File: src/rtl/spi_master_pkg.sv
`timescale 1ns/1ps
package spi_master_pkg;
  typedef enum logic [1:0] {
    REG_CTRL = 2'd0,
    REG_CFG  = 2'd1,
    REG_TX   = 2'd2,
    REG_RX   = 2'd3
  } reg_sel_e;

  localparam int PRESC_W        = 5;
  localparam int CTRL_READY_BIT = 1;
  localparam int CTRL_CS_LSB    = 16;
  localparam int CFG_WIDE_BIT   = 5;
  localparam int CFG_PHASE_BIT  = 6;
  localparam int CFG_POL_BIT    = 7;
  localparam int CFG_FLUSH_BIT  = 9;
  localparam int CFG_QUEUE_BIT  = 17;
endpackage

File: src/rtl/spi_presc_map.sv
`timescale 1ns/1ps
module spi_presc_map #(
  parameter int CODE_W = 5,
  localparam int DW = CODE_W + 1
) (
  input  logic [CODE_W-1:0] code_i,
  output logic [DW-1:0]     div_o
);
  logic [CODE_W-2:0] lo;
  assign lo = code_i[CODE_W-2:0];

  always_comb begin
    if (code_i[CODE_W-1]) div_o = (lo == '0) ? DW'(2) : DW'({lo, 1'b0});
    else                  div_o = (code_i < CODE_W'(2)) ? DW'(2) : DW'(code_i);
  end

  always_comb begin
    AST_DIV_FLOOR: assert (div_o >= DW'(2)) else $error("divider below two");
  end
endmodule

File: src/rtl/spi_flush_timer.sv
`timescale 1ns/1ps
module spi_flush_timer #(
  parameter int HOLD = 4,
  localparam int CW = $clog2(HOLD + 1)
) (
  input  logic clk_i,
  input  logic rst_ni,
  input  logic set_i,
  output logic pend_o
);
  logic [CW-1:0] cnt_q;

  always_ff @(posedge clk_i or negedge rst_ni) begin
    if (!rst_ni) begin
      pend_o <= 1'b0;
      cnt_q  <= '0;
    end else if (set_i) begin
      pend_o <= 1'b1;
      cnt_q  <= CW'(HOLD - 1);
    end else if (pend_o) begin
      if (cnt_q == '0) pend_o <= 1'b0;
      else             cnt_q  <= cnt_q - CW'(1);
    end
  end

  AST_FLUSH_SELF_CLEAR: assert property (@(posedge clk_i) disable iff (!rst_ni)
    (pend_o && cnt_q == '0 && !set_i) |=> !pend_o) else $error("flush stuck");
endmodule

File: src/rtl/spi_shift_engine.sv
`timescale 1ns/1ps
module spi_shift_engine #(
  parameter int DIV_W = 6
) (
  input  logic             clk_i,
  input  logic             rst_ni,
  input  logic             start_i,
  input  logic [7:0]       tx_i,
  input  logic [DIV_W-1:0] div_i,
  input  logic             cpol_i,
  input  logic             cpha_i,
  input  logic             miso_i,
  output logic             busy_o,
  output logic             sck_o,
  output logic             mosi_o,
  output logic [7:0]       rx_o
);
  logic             busy_q, act_q, mosi_q, cpol_q, cpha_q;
  logic [DIV_W-1:0] cnt_q, div_q, half_w;
  logic [2:0]       bit_q;
  logic [7:0]       tx_q, rx_q, rx_out_q;
  logic             lead_hit, trail_hit;

  assign half_w    = div_q >> 1;
  assign lead_hit  = busy_q && (cnt_q == half_w - DIV_W'(1));
  assign trail_hit = busy_q && (cnt_q == div_q - DIV_W'(1));

  always_ff @(posedge clk_i or negedge rst_ni) begin
    if (!rst_ni) begin
      busy_q <= 1'b0; act_q <= 1'b0; mosi_q <= 1'b0;
      cpol_q <= 1'b0; cpha_q <= 1'b0;
      cnt_q <= '0; div_q <= DIV_W'(2); bit_q <= '0;
      tx_q <= '0; rx_q <= '0; rx_out_q <= '0;
    end else if (start_i && !busy_q) begin
      busy_q <= 1'b1;
      act_q  <= 1'b0;
      cnt_q  <= '0;
      bit_q  <= '0;
      div_q  <= div_i;
      cpol_q <= cpol_i;
      cpha_q <= cpha_i;
      rx_q   <= '0;
      if (cpha_i) tx_q <= tx_i;
      else begin
        mosi_q <= tx_i[7];
        tx_q   <= {tx_i[6:0], 1'b0};
      end
    end else if (busy_q) begin
      cnt_q <= trail_hit ? '0 : cnt_q + DIV_W'(1);
      if (lead_hit) begin
        act_q <= 1'b1;
        if (cpha_q) begin
          mosi_q <= tx_q[7];
          tx_q   <= {tx_q[6:0], 1'b0};
        end else rx_q <= {rx_q[6:0], miso_i};
      end
      if (trail_hit) begin
        act_q <= 1'b0;
        bit_q <= bit_q + 3'd1;
        if (cpha_q) rx_q <= {rx_q[6:0], miso_i};
        else begin
          mosi_q <= tx_q[7];
          tx_q   <= {tx_q[6:0], 1'b0};
        end
        if (bit_q == 3'd7) begin
          busy_q   <= 1'b0;
          rx_out_q <= cpha_q ? {rx_q[6:0], miso_i} : rx_q;
        end
      end
    end
  end

  // idle level follows live config; during a transfer the latched mode rules
  assign sck_o  = busy_q ? (act_q ^ cpol_q) : cpol_i;
  assign mosi_o = mosi_q;
  assign busy_o = busy_q;
  assign rx_o   = rx_out_q;

  AST_START_DROPS_READY: assert property (@(posedge clk_i) disable iff (!rst_ni)
    (start_i && !busy_q) |=> (busy_q && !act_q)) else $error("start not taken");
  AST_IDLE_NO_ACTIVE: assert property (@(posedge clk_i) disable iff (!rst_ni)
    !busy_q |-> !act_q) else $error("clock active while idle");
endmodule

File: src/rtl/spi_byte_master.sv
`timescale 1ns/1ps
module spi_byte_master
  import spi_master_pkg::*;
#(
  parameter int ADDR_W       = 4,
  parameter int DATA_W       = 32,
  parameter int NUM_CS       = 4,
  parameter int FLUSH_CYCLES = 4,
  localparam int DIV_W = PRESC_W + 1
) (
  input  logic              clk_i,
  input  logic              rst_ni,
  input  logic              bus_sel_i,
  input  logic              bus_we_i,
  input  logic [ADDR_W-1:0] bus_addr_i,
  input  logic [DATA_W-1:0] bus_wdata_i,
  output logic [DATA_W-1:0] bus_rdata_o,
  output logic              sck_o,
  output logic              mosi_o,
  input  logic              miso_i,
  output logic [NUM_CS-1:0] cs_no
);
  reg_sel_e           reg_e;
  logic               wr, wr_ctrl, wr_cfg, wr_tx, start, ready, busy, flush_pend;
  logic [NUM_CS-1:0]  cs_q;
  logic [PRESC_W-1:0] presc_q;
  logic               wide_q, phase_q, pol_q, queue_q;
  logic [7:0]         tx_q, rx_w;
  logic [DIV_W-1:0]   div_w;
  logic               unused_bits;

  assign reg_e   = reg_sel_e'(bus_addr_i[3:2]);
  assign wr      = bus_sel_i && bus_we_i;
  assign wr_ctrl = wr && (reg_e == REG_CTRL);
  assign wr_cfg  = wr && (reg_e == REG_CFG);
  assign wr_tx   = wr && (reg_e == REG_TX);
  assign ready   = !busy;
  assign start   = wr_tx && ready;
  assign unused_bits = ^{bus_wdata_i, bus_addr_i};

  always_ff @(posedge clk_i or negedge rst_ni) begin
    if (!rst_ni) begin
      cs_q <= '0; presc_q <= '0; wide_q <= 1'b0; phase_q <= 1'b0;
      pol_q <= 1'b0; queue_q <= 1'b0; tx_q <= '0;
    end else begin
      if (wr_ctrl) cs_q <= bus_wdata_i[CTRL_CS_LSB +: NUM_CS];
      if (wr_cfg) begin
        presc_q <= bus_wdata_i[PRESC_W-1:0];
        wide_q  <= bus_wdata_i[CFG_WIDE_BIT];
        phase_q <= bus_wdata_i[CFG_PHASE_BIT];
        pol_q   <= bus_wdata_i[CFG_POL_BIT];
        queue_q <= bus_wdata_i[CFG_QUEUE_BIT];
      end
      if (start) tx_q <= bus_wdata_i[7:0];
    end
  end

  assign cs_no = ~cs_q;

  spi_presc_map #(.CODE_W(PRESC_W)) u_presc (
    .code_i (presc_q),
    .div_o  (div_w)
  );

  spi_flush_timer #(.HOLD(FLUSH_CYCLES)) u_flush (
    .clk_i  (clk_i),
    .rst_ni (rst_ni),
    .set_i  (wr_cfg && bus_wdata_i[CFG_FLUSH_BIT]),
    .pend_o (flush_pend)
  );

  spi_shift_engine #(.DIV_W(DIV_W)) u_engine (
    .clk_i  (clk_i),
    .rst_ni (rst_ni),
    .start_i(start),
    .tx_i   (bus_wdata_i[7:0]),
    .div_i  (div_w),
    .cpol_i (pol_q),
    .cpha_i (phase_q),
    .miso_i (miso_i),
    .busy_o (busy),
    .sck_o  (sck_o),
    .mosi_o (mosi_o),
    .rx_o   (rx_w)
  );

  always_comb begin
    bus_rdata_o = '0;
    unique case (reg_e)
      REG_CTRL: begin
        bus_rdata_o[CTRL_READY_BIT]            = ready;
        bus_rdata_o[CTRL_CS_LSB +: NUM_CS]     = cs_q;
      end
      REG_CFG: begin
        bus_rdata_o[PRESC_W-1:0]   = presc_q;
        bus_rdata_o[CFG_WIDE_BIT]  = wide_q;
        bus_rdata_o[CFG_PHASE_BIT] = phase_q;
        bus_rdata_o[CFG_POL_BIT]   = pol_q;
        bus_rdata_o[CFG_FLUSH_BIT] = flush_pend;
        bus_rdata_o[CFG_QUEUE_BIT] = queue_q;
      end
      REG_TX:  bus_rdata_o[7:0] = tx_q;
      REG_RX:  bus_rdata_o[7:0] = rx_w;
      default: bus_rdata_o = '0;
    endcase
  end

  AST_CS_FOLLOWS_WRITE: assert property (@(posedge clk_i) disable iff (!rst_ni)
    wr_ctrl |=> (cs_no == ~$past(bus_wdata_i[CTRL_CS_LSB +: NUM_CS]))) else $error("cs mismatch");
  AST_BUSY_WRITE_DROPPED: assert property (@(posedge clk_i) disable iff (!rst_ni)
    (wr_tx && busy) |=> $stable(tx_q)) else $error("busy write taken");
endmodule

File: config.mk
export PLATFORM = sky130hd
export DESIGN_NAME = spi_byte_master
export DESIGN_NICKNAME = d
export VERILOG_FILES = /design/src/rtl/spi_master_pkg.sv /design/src/rtl/spi_presc_map.sv /design/src/rtl/spi_flush_timer.sv /design/src/rtl/spi_shift_engine.sv /design/src/rtl/spi_byte_master.sv
export SDC_FILE = /design/constraint.sdc
export NUM_CORES = 1
export LEC_CHECK = 0
export CORE_MARGIN = 2
export CORE_UTILIZATION = 41
export CTS_CLUSTER_DIAMETER = 200
export DETAILED_ROUTE_END_ITERATION = 12
export DONT_BUFFER_PORTS = 1
export PLACE_DENSITY = 0.53
export SYNTH_ARGS = -nofsm -noshare
export SYNTH_HDL_FRONTEND = slang
export SYNTH_SLANG_ARGS = --single-unit
File: constraint.sdc
create_clock -name clk_i -period 7.7 [get_ports clk_i]
set_clock_uncertainty 0.05 [all_clocks]
set_input_delay 0.385 -clock clk_i [delete_from_list [all_inputs] [get_ports clk_i]]
set_output_delay 0.385 -clock clk_i [all_outputs]
set_load 0.05 [all_outputs]
Word-level counts from Yosys, hierarchy flattened

Cells that the tools add are included.
Widths: inputs -> output; s select.

Flip-flop bits (word level): 69

Eq/ne operators: 8
Order comparisons: 1
Muxes and demuxes: 52
Reduce and logical (&&, ||, !) cells: 22
Add/subtract/negate cells: 5
Bitwise logic cells: 3

Operator list:

| cell                | count |
|---|---|
| $mux 8              | 14 |
| $mux 6              | 4 |
| $mux 1              | 21 |
| $mux 3              | 6 |
| $pmux 6 s3          | 1 |
| $eq 6x6->1          | 2 |
| $logic_and 1x1->1   | 9 |
| $reduce_and 2->1    | 4 |
| $add 6x1->6 const B | 1 |
| $reduce_bool 2->1   | 3 |
| $sub 5x1->6 const B | 1 |
| $sub 6x1->6 const B | 1 |
| $lt 5x2->1 const B  | 1 |
| $mux 5              | 1 |
| $eq 2x2->1 const B  | 2 |
| $logic_not 4->1     | 1 |
| $mux 4              | 1 |
| $not 4->4           | 1 |
| $pmux 1 s4          | 1 |
| $reduce_and 4->1    | 1 |
| $add 3x1->3 const B | 1 |
| $eq 3x3->1 const B  | 1 |
| $logic_not 3->1     | 1 |
| $pmux 1 s3          | 1 |
| other kinds (11)    | 11 |

Longest topological paths before layout

Gate-level depths: netlist (run 1).

Depth in word-level cells: 8
Depth in mapped cells: 9

Modules after synthesis

From an unflattened synthesis (run 1), not the netlist that was laid out.

Cells, all modules: 398
Area total of the unflattened synthesis: 4,085.2 µm²

By module, submodules not included:

| module           | cells an instance | instances | area each (µm²) |
|---|---|---|---|
| spi_shift_engine | 266               | 1         | 2,568.7 |
| spi_byte_master  | 103               | 1         | 1,228.7 |
| spi_flush_timer  | 20                | 1         | 219.0 |
| spi_presc_map    | 9                 | 1         | 68.8 |

Worst setup path after synthesis (run 1)

OpenSTA, ideal clock, no wires.

Path type: flip-flop to flip-flop
Start point: reg u_engine.div_q[1]
End point: reg u_engine.rx_q[7]
Path slack: 4.969 ns
Buffers on the path: 0
Cell stages (with the launch flop): 9
Period minus slack after synthesis: 2.731 ns
Setup time: 0.131 ns
Arrival: 2.549 ns
Cells stage by stage: dfstp_2 -> inv_1 -> ha_1 -> and2b_1 -> or4_4 -> o211a_2 -> nor4_4 -> nor3_1 -> or3b_1

Longest elaborated chain between the ends: 8
Elaborated cells between the ends (all ways): 11
Classes of those cells: add/sub (2); eq/ne (2); mux (5); reduce/logical (2)

Ends and longest elaborated chain:

| what                   | RTL line               | text |
|---|---|---|
| from (decl)            | spi_shift_engine.sv:19 | `logic [DIV_W-1:0] cnt_q, div_q, half_w;` |
| from (signal assigned) | spi_shift_engine.sv:39 | `div_q <= div_i;` |
| $sub 5x1->6            | spi_shift_engine.sv:25 | `assign lead_hit = busy_q && (cnt_q == half_w - DIV_W'(1));` |
| $eq 6x6->1             | spi_shift_engine.sv:25 |  |
| $logic_and 1x1->1      | spi_shift_engine.sv:25 |  |
| $mux 8                 | spi_shift_engine.sv:50 | `if (lead_hit) begin` |
| $mux 8                 | spi_shift_engine.sv:60 | `if (cpha_q) rx_q <= {rx_q[6:0], miso_i};` |
| $mux 8 (*)             | spi_shift_engine.sv:57 | `if (trail_hit) begin` |
| $mux 8 (*)             | spi_shift_engine.sv:48 | `end else if (busy_q) begin` |
| $mux 8 (*)             | spi_shift_engine.sv:34 | `end else if (start_i && !busy_q) begin` |
| to (signal assigned)   | spi_shift_engine.sv:55 | `end else rx_q <= {rx_q[6:0], miso_i};` |
| to (signal assigned)   | spi_shift_engine.sv:60 |  |
| to (decl)              | spi_shift_engine.sv:21 | `logic [7:0] tx_q, rx_q, rx_out_q;` |

Mark *: on every way between the ends. The rest lies on a longest branch, timed or not. The select of a mux whose other input is x is not followed.
A chain may end at the register's enable or synchronous reset.

Worst setup path in the final report (run 1)

Same ends and word-level chain as after synthesis.

==> flow_results.org, run 1 <==
** Routing
- Detailed routing inserted a total of 2821 vias.
- After detailed routing, the average wire length per cell comes to 16.9 um.
- Final Routed Wirelength :: 8730 um
- For this run, design rule violations remaining after detail routing come to 0.
- After detailed routing, the number of vias per cell comes to 5.46.
- The pre-antenna-repair detailed-routing pass consisted of 4 iterations.
- Drt initial violations :: 160
- In this run the remaining antenna-violating nets after routing total 0.

** Synth
- The netlist uses 56 different library cells.
- In the synthesized netlist, the cells that appear most often are 67 x sky130_fd_sc_hd__dfrtp_1, 29 x sky130_fd_sc_hd__mux2_2, 22 x sky130_fd_sc_hd__nand2_1.
- Total number of yosys warnings :: 0
- After synthesis the cells add up to 0.00401 mm2.
- The share of synthesized area in the top cell type comes to 41.8%.
- After synthesis, the mean cell area works out to 10.3 um2.
- Largest cells by area after synthesis :: sky130_fd_sc_hd__dfrtp_1 42%, sky130_fd_sc_hd__mux2_2 8.1%, sky130_fd_sc_hd__mux2i_1 5.0%
- Ys flop type :: sky130_fd_sc_hd__dfrtp_1
- Total of flip-flops plus latches after synthesis :: 68
- Synthesized instance count :: 388
- Synth area leader :: sky130_fd_sc_hd__dfrtp_1
- Number of synthesized flops with an enable pin :: 0
- Proportion of register bits with asynchronous set or reset after synthesis :: 100%
- The share of the Yosys chip area taken by registers is 42.5%.
- By instance count, the leading cell after synthesis is sky130_fd_sc_hd__dfrtp_1.

** CTS
- Root cell of the clock tree :: sky130_fd_sc_hd__clkbuf_8
- Once the clock tree was built, the resizer swapped 0 gates to a different size.
- After clock tree synthesis, the clock-pin slew on the worst setup and hold paths is 0.09 ns.
- TritonCTS built the clock tree.
- Clock network latency to the later pin of the worst-skew pair :: 0.35 ns
- The clock drives 68 sinks.
- The number of clock buffers added by TritonCTS is 9.
- In this run the number of H-tree levels came out at 3.
- Counting along the longest clock path gives a buffer depth of 2.

** Placement
- Number of buffers added on ports :: 0
- At the end of routability-driven placement, the weighted congestion stood at 0.785.
- Detailed placement finished with a half-perimeter wire length of 5980 um.
- Dpl cells :: 499
- After detailed placement, the total cell area comes to 0.00395 mm2.

** Setup path
- Setup crit start :: u_engine.div_q[1]
- The worst setup path is captured at a register.
- In this run the critical register-to-register path is launched from u_engine.div_q[1].
- At the worst endpoint, the arrival time is 3.19 ns.
- Along the worst path, the maximum fanout reaches 10.
- The worst setup path is launched from a register.
- For the worst setup path, the data required time is 7.87 ns.
- The worst setup path is of the register to register kind.

** Power
- Internal power component :: 745 uW
- The clock network accounts for 25.8% of the total power.
- Portion of total power attributed to combinational logic :: 29.5%
- Of the total power, registers draw 44.7%.
- VDD sags by at most 0.123 mV.
- Pwr Density :: 286 mW/mm2
- The analysis attributes to cell leakage a power of 1.84 nW.
- Of the total power, the share spent switching nets is 37.9%.
- Net Sw Power :: 454 uW

** Timing
- For the final routed database, the setup TNS stands at 0 ns.
- After layout, the worst path uses 39.2% of the clock period.
- For this run, the top clock speed supported by timing is 0.331 GHz.
- Measured against its own limit, the worst slew margin works out to 21.4%.
- The final max-slew violation count came to 0.
- Final Setup Violations :: 0
- Worst-margin pin slew :: 1.17 ns
- Setup repair after global routing left no endpoint under its margin.
- The number of failing hold endpoints at the final stage was 0.
- Final critical delay including setup and external delays :: 3.02 ns

** Job
- Max-cap violations in this run came to 0.

** Die
- Number of top-level pins :: 79
- Die Area :: 0.0106 mm2
- Die H :: 103 um
- Floorplan Core Area :: 0.00964 mm2
- Standard-cell row count :: 36
- The floorplan step set the die width to 103 um.
- Starting Density :: 41.6%

** Cells and area
- Layout cell share with drive strength beyond 1 :: 15.6%
- NumNets Final :: 428
- Share of the core filled with cells in the final layout :: 43.5%
- The area growth from synthesis to layout is 4.71%.
- Leaving out filler cells and counting taps, the final layout contains 517.
- 0 antenna diodes ended up in the layout.
- Final instance area :: 0.00420 mm2

** GRT
- The number of global-route vias before repair came to 2779.
- Maximum number of pins on one net before global-route repair :: 69
- The number of antenna violations at the first check in global routing was 0.
- Across every metal layer, demand over resource in global routing totals 17.7%.
- The first global-routing pass estimated 14400 um of wire.
- GRT overflow :: 0

** Hold path
- The path class of the tightest hold or removal check is input pin to register.
- Source of the worst hold timing path :: bus_wdata_i[9]

** Outcome
- The run finished with clean final reports.
## routing by layer
layer  global-route usage, %  wire length, um
met1                    24.1             4030
met2                    27.5             4070
met3                    5.69              538
met4                    4.66               97
met5                       0                0
## path summary, 6_finish.rpt
| kind | to | cells past startpoint | slack, ns |
|---|---|---|---|
| worst min register to register | u_engine.rx_o[4] | 2 | 0.44 |
| min in group asynchronous | u_engine.bit_q[1] | 2 | 0.57 |
| max in group asynchronous | u_engine.div_q[1] | 2 | 6.69 |
| worst max register to register | u_engine.rx_q[7] | 8 | 4.68 |
| worst max-delay path | u_engine.rx_q[7] | 8 | 4.68 |
| worst min-delay path | u_flush.cnt_q[2] | 1 | 0.07 |
## state kept, by name, summed over array words and instances (netlist names), 4 cells and up
signal and cells:
u_engine.tx_q 8, presc_q 5, u_engine.rx_o 8, cs_q 4, u_engine.rx_q 8, u_engine.cnt_q 6
u_engine.div_q 5, tx_q 8
## worst max-delay path, stage by stage, from the launching register on
cell                      delay, ns
sky130_fd_sc_hd__dfstp_2       0.58
sky130_fd_sc_hd__inv_1         0.11
sky130_fd_sc_hd__ha_1          0.28
sky130_fd_sc_hd__and2b_1       0.18
sky130_fd_sc_hd__or4_4         0.48
sky130_fd_sc_hd__o211a_2       0.19
sky130_fd_sc_hd__nor4_4        0.57
sky130_fd_sc_hd__nor3_1        0.11
sky130_fd_sc_hd__or3b_1        0.37
## per-stage QoR
step / hold WS, ns / worst slack [ns] / power (mW)
global route: 0.0478 / 4.51 / 1.28
CTS: 0.0543 / 4.68 / 1.21
detailed placement: 0.0410 / 4.70 / 0.887
finish: 0.0705 / 4.68 / 1.20
floorplan: 0.0394 / 4.97 / 0.849
global placement: 0.0412 / 4.74 / 0.874
## what timing repair did
action | in CTS | in global routing
buffers inserted | 0 | 0
hold buffers | 2 | 0
setup endpoints to repair | 0 | 0
hold endpoints to repair | 68 | 0
## power by group through the flow
stage / Clock [mW] / Combinational [mW] / Sequential [mW]
2_1_floorplan: 0 / 0.349 / 0.500
3_3_place_gp: 0 / 0.334 / 0.540
3_5_place_dp: 0 / 0.345 / 0.542
4_1_cts: 0.318 / 0.356 / 0.535
5_1_grt: 0.335 / 0.395 / 0.550
6_report: 0.309 / 0.353 / 0.536
## layout by cell type (no fill, tap or decap), drive strengths merged, types with 13 or more instances in the layout
master	count
dfrtp	67
mux2i	20
nand3	19
o21ai	20
nor2	13
conb	19
nor3	14
mux2	29
nand2	22
inv	14
## cell type report
class                   instances  area [um2]
flip-flops and latches         68        1700
well taps                     133         166
clock inverters                 7        81.3
multi-input cells             283        2010
repair buffers                  6        67.6
clock buffers                   9         124
fillers                       969        5440
inverters                      11        41.3
## kinds of logic after synthesis
| kind of cell | after synthesis | synth area share [%] |
|---|---|---|
| AND/OR/NAND/NOR | 112 | 15.5 |
| AO/OA/AOI/OAI | 83 | 14.4 |
| adder cells (fa/ha/maj) | 8 | 2.50 |
| other | 1 | 0.0936 |
| buffers and inverters | 55 | 8.96 |
| XOR/XNOR | 11 | 2.40 |
| flip-flops | 68 | 42.5 |
| multiplexers | 50 | 13.7 |
No activity file was read; power rests on OpenSTA's default activity.
==> inputs of run 2 (changes only) <==
- PLACE_DENSITY: 0.53 -> 0.55
- clock period: 7.7 -> 2.5 ns (I/O delays scaled with it)
==> run 2 against run 1 <==
Net effect:
- setup slack got worse by 4.6 ns
- first-iteration DRC count fell by 9.4%
- maximum frequency rose by 23%
- combinational power rose to 3.4 times the previous value
- register-to-register slack got worse by 4.6 ns
- count of clock-buffer cells in the layout did not move
- sequential share of layout area fell by 3.7 points
- clock power rose to 3.3 times the previous value
- critical path depth rose by 2
- routed wire length rose by 0.68%
- power rose to 3.2 times the previous value
- via count rose by 3.2%
- largest power group unchanged
- highest routed layer unchanged
==> flow_results.org, run 2 (synthesis results as in run 1) <==
** Routing
- The detailed router used layers up to and including met4.
- Via total after detailed routing :: 2910 (+3.2%)
- The count of antenna-violating nets left after detailed routing is 0 (unchanged).
- The total DRC errors in the routed layout was 0 (unchanged).
- The violation count after the first detailed-routing iteration is 145 (-9.4%).
- WL/cell :: 15.8 um (-6.6%)
- The detailed-routed wire length on met2 was 4030 um (-0.89%).
- Routed metal-1 wire length :: 4320 um (+7.2%)
- Routed wire length on met3 :: 357 um (-34%)
- The number of vias per cell after detailed routing is 5.22 (-4.3%).
- Final Routed Wirelength :: 8790 um (+0.68%)
- Number of iterations in the first detailed-routing pass :: 4 (unchanged)

** GRT
- The pin count of the biggest net entering global routing is 69 (unchanged).
- The residual overflow from global routing came to 0 (unchanged).
- Wire length of the first global-routing pass :: 14400 um (+0.24%)
- Via count of the first global-routing pass :: 2740 (-1.4%)
- Initial antenna violation count :: 0 (unchanged)
- Overall track demand over capacity in global routing :: 17.9% (+0.16 points)

** Timing
- Setup slack of the critical path after layout :: 0.0396 ns (-4.64 ns)
- The final number of setup-violating endpoints is 0 (unchanged).
- The upper clock frequency limit is 0.406 GHz (+23%).
- Worst-margin pin slew :: 0.879 ns (-0.295 ns)
- The worst slew slack as a fraction of its limit came to 41.2% (+20 points).
- The accumulated negative setup slack is 0 ns (unchanged).
- Hold violation total from the final report :: 0 (unchanged)
- The final max-slew violation count came to 0 (unchanged).
- RSZ-0062 raised after global routing :: true
- The share of the cycle needed by the critical path after routing was 98.4% (+59 points).
- The shortest period the worst path allows came to 2.46 ns (-0.562 ns).

** CTS
- Root cell of the clock tree :: sky130_fd_sc_hd__clkbuf_8
- TritonCTS built the clock tree.
- Clock network latency to the later pin of the worst-skew pair :: 0.36 ns (about the same)
- H-tree levels :: 3 (unchanged)
- Clock net sink count :: 68 (unchanged)
- The clock tree buffer depth came to 2 (unchanged).
- Clock-pin transition on the worst setup and hold timing paths :: 0.08 ns (about the same)
- Clock buffer count from CTS :: 9 (unchanged)

** Setup path
- Setup crit start :: u_engine.div_q[1]
- CP peak stage delay :: 0.56 ns (-0.02 ns)
- Traced cell by cell, the critical path runs through inv_4 -> ha_4 -> and2b_1 -> or4_4 -> o211a_4 -> nor4_4 -> buf_4 -> buf_6 -> o211ai_1 -> or3b_1.
- STA classifies the critical path endpoint as a register.
- The largest individual stage delay along the critical path comes from the cell sky130_fd_sc_hd__dfstp_2.
- The worst-path maximum fanout is 8 (-2).
- STA classifies the critical path startpoint as a register.
- The startpoint identified for the worst register-to-register timing path is u_engine.div_q[1].
- Required time reported for the critical path endpoint :: 2.74 ns (-5.13 ns)
- Setup CP Type :: register to register
- The data arrival at the endpoint of the critical path was 2.70 ns (-0.49 ns).

** Die
- Starting Density :: 41.6% (unchanged)
- Number of top-level pins :: 79 (unchanged)
- Standard-cell row count :: 36 (unchanged)
- The core box area came to 0.00964 mm2 (unchanged).
- The full die area came to 0.0106 mm2 (unchanged).
- Die H :: 103 um (unchanged)
- The horizontal die dimension was 103 um (unchanged).

** Cells and area
- Most frequent cells in the layout :: 67 x sky130_fd_sc_hd__dfrtp_1, 29 x sky130_fd_sc_hd__mux2_2, 25 x sky130_fd_sc_hd__buf_4, 22 x sky130_fd_sc_hd__nand2_1
- The share of the core filled with cells in the final layout is 47.9% (+4.3 points).
- The total number of nets in the final design is 468 (+9.3%).
- Layout cell share with drive strength beyond 1 :: 21.2% (+5.6 points)
- Diode count :: 0 (unchanged)
- The library cell used most frequently in the layout, excluding fill and tap cells, is sky130_fd_sc_hd__dfrtp_1.
- Area growth from synthesis to layout :: 15.1%
- Number of filler instances in the final layout :: 943 (-2.7%)

** Hold path
- Classification of the worst-slack hold path :: input pin to register
- Source of the worst hold timing path :: bus_addr_i[2]

** Placement
- Half-perimeter wire length of the detailed placement result :: 6070 um (+1.6%)
- Number of buffers added on ports :: 0 (unchanged)
- Global placement routability congestion :: 0.739 (-5.8%)
- The worst setup slack after placement was 0.0983 ns (-4.60 ns).

** Power
- PnR Total Power :: 3.87 mW (+220%)
- Leak pwr :: 2.03 nW (+10%)
- Maximum resistive drop on vdd :: 0.449 mV (+270%)
- Pwr Density :: 838 mW/mm2 (+190%)

** Job
- Max cap viols :: 0 (unchanged)

** Outcome
- The run finished with clean final reports.
[run 2: changes by cell type in the layout (fill, tap and decap cells not counted), sizes merged]
cell	previous run	this run
dlygate4sd3	1	19
clkinv	2	3
bufinv	1	2
inv	14	12
buf	5	27
[run 2: timing repair]
action                                  CTS  global route
buffers inserted                          0             5
hold buffers                             20             0
endpoints found under the hold margin    97             0
endpoints found under the setup margin    0            14
gates resized for setup                   0             9
[run 2: per-stage QoR]
step	hold slack, ns	instance area, um2	instances
3_3_place_gp	-0.219	4100	516
2_1_floorplan	-0.221	4100	406
5_1_grt	0.0425	4610	557
3_5_place_dp	-0.219	4100	516
6_report	0.0228	4610	557
4_1_cts	0.00833	4540	552
[run 2: critical path: cells and delay by family, from the launching register on]
family	cells	cell delay [ns]
flops	1	0.56
compound gates	2	0.25
fa+ha+maj	1	0.15
simple gates	4	1.04
buf+inv	3	0.35
[run 2: worst paths after layout]
| kind | to | cells past startpoint | slack [ns] |
|---|---|---|---|
| setup / recovery | u_engine.rx_q[7] | 10 | 0.04 |
| hold / removal | cs_q[3] | 2 | 0.02 |
| setup reg to reg | u_engine.rx_q[7] | 10 | 0.04 |
| hold reg to reg | u_engine.rx_o[6] | 2 | 0.43 |
| max in group asynchronous | u_engine.div_q[1] | 2 | 1.80 |
| min in group asynchronous | cs_q[2] | 2 | 0.30 |
[run 2: where the power goes]
group,internal (mW),switching (mW)
Sequential,1.35,0.301
Combinational,0.549,0.638
Clock,0.567,0.464
[run 2: routing by layer]
layer,up-vias,GRT usage (%)
li1,1428,-
met1,1415,25.3
met2,59,27.1
met3,8,5.63
met4,0,3.64
met5,-,0
[run 2: layout make-up]
class	count	area [um2]	area share (%)
clock buffers	9	124	2.68
inverters	11	43.8	0.949
repair buffers	46	417	9.03
well taps	133	166	3.61
flip-flops and latches	68	1700	36.9
clock inverters	7	98.8	2.14
multi-input cells	283	2060	44.7
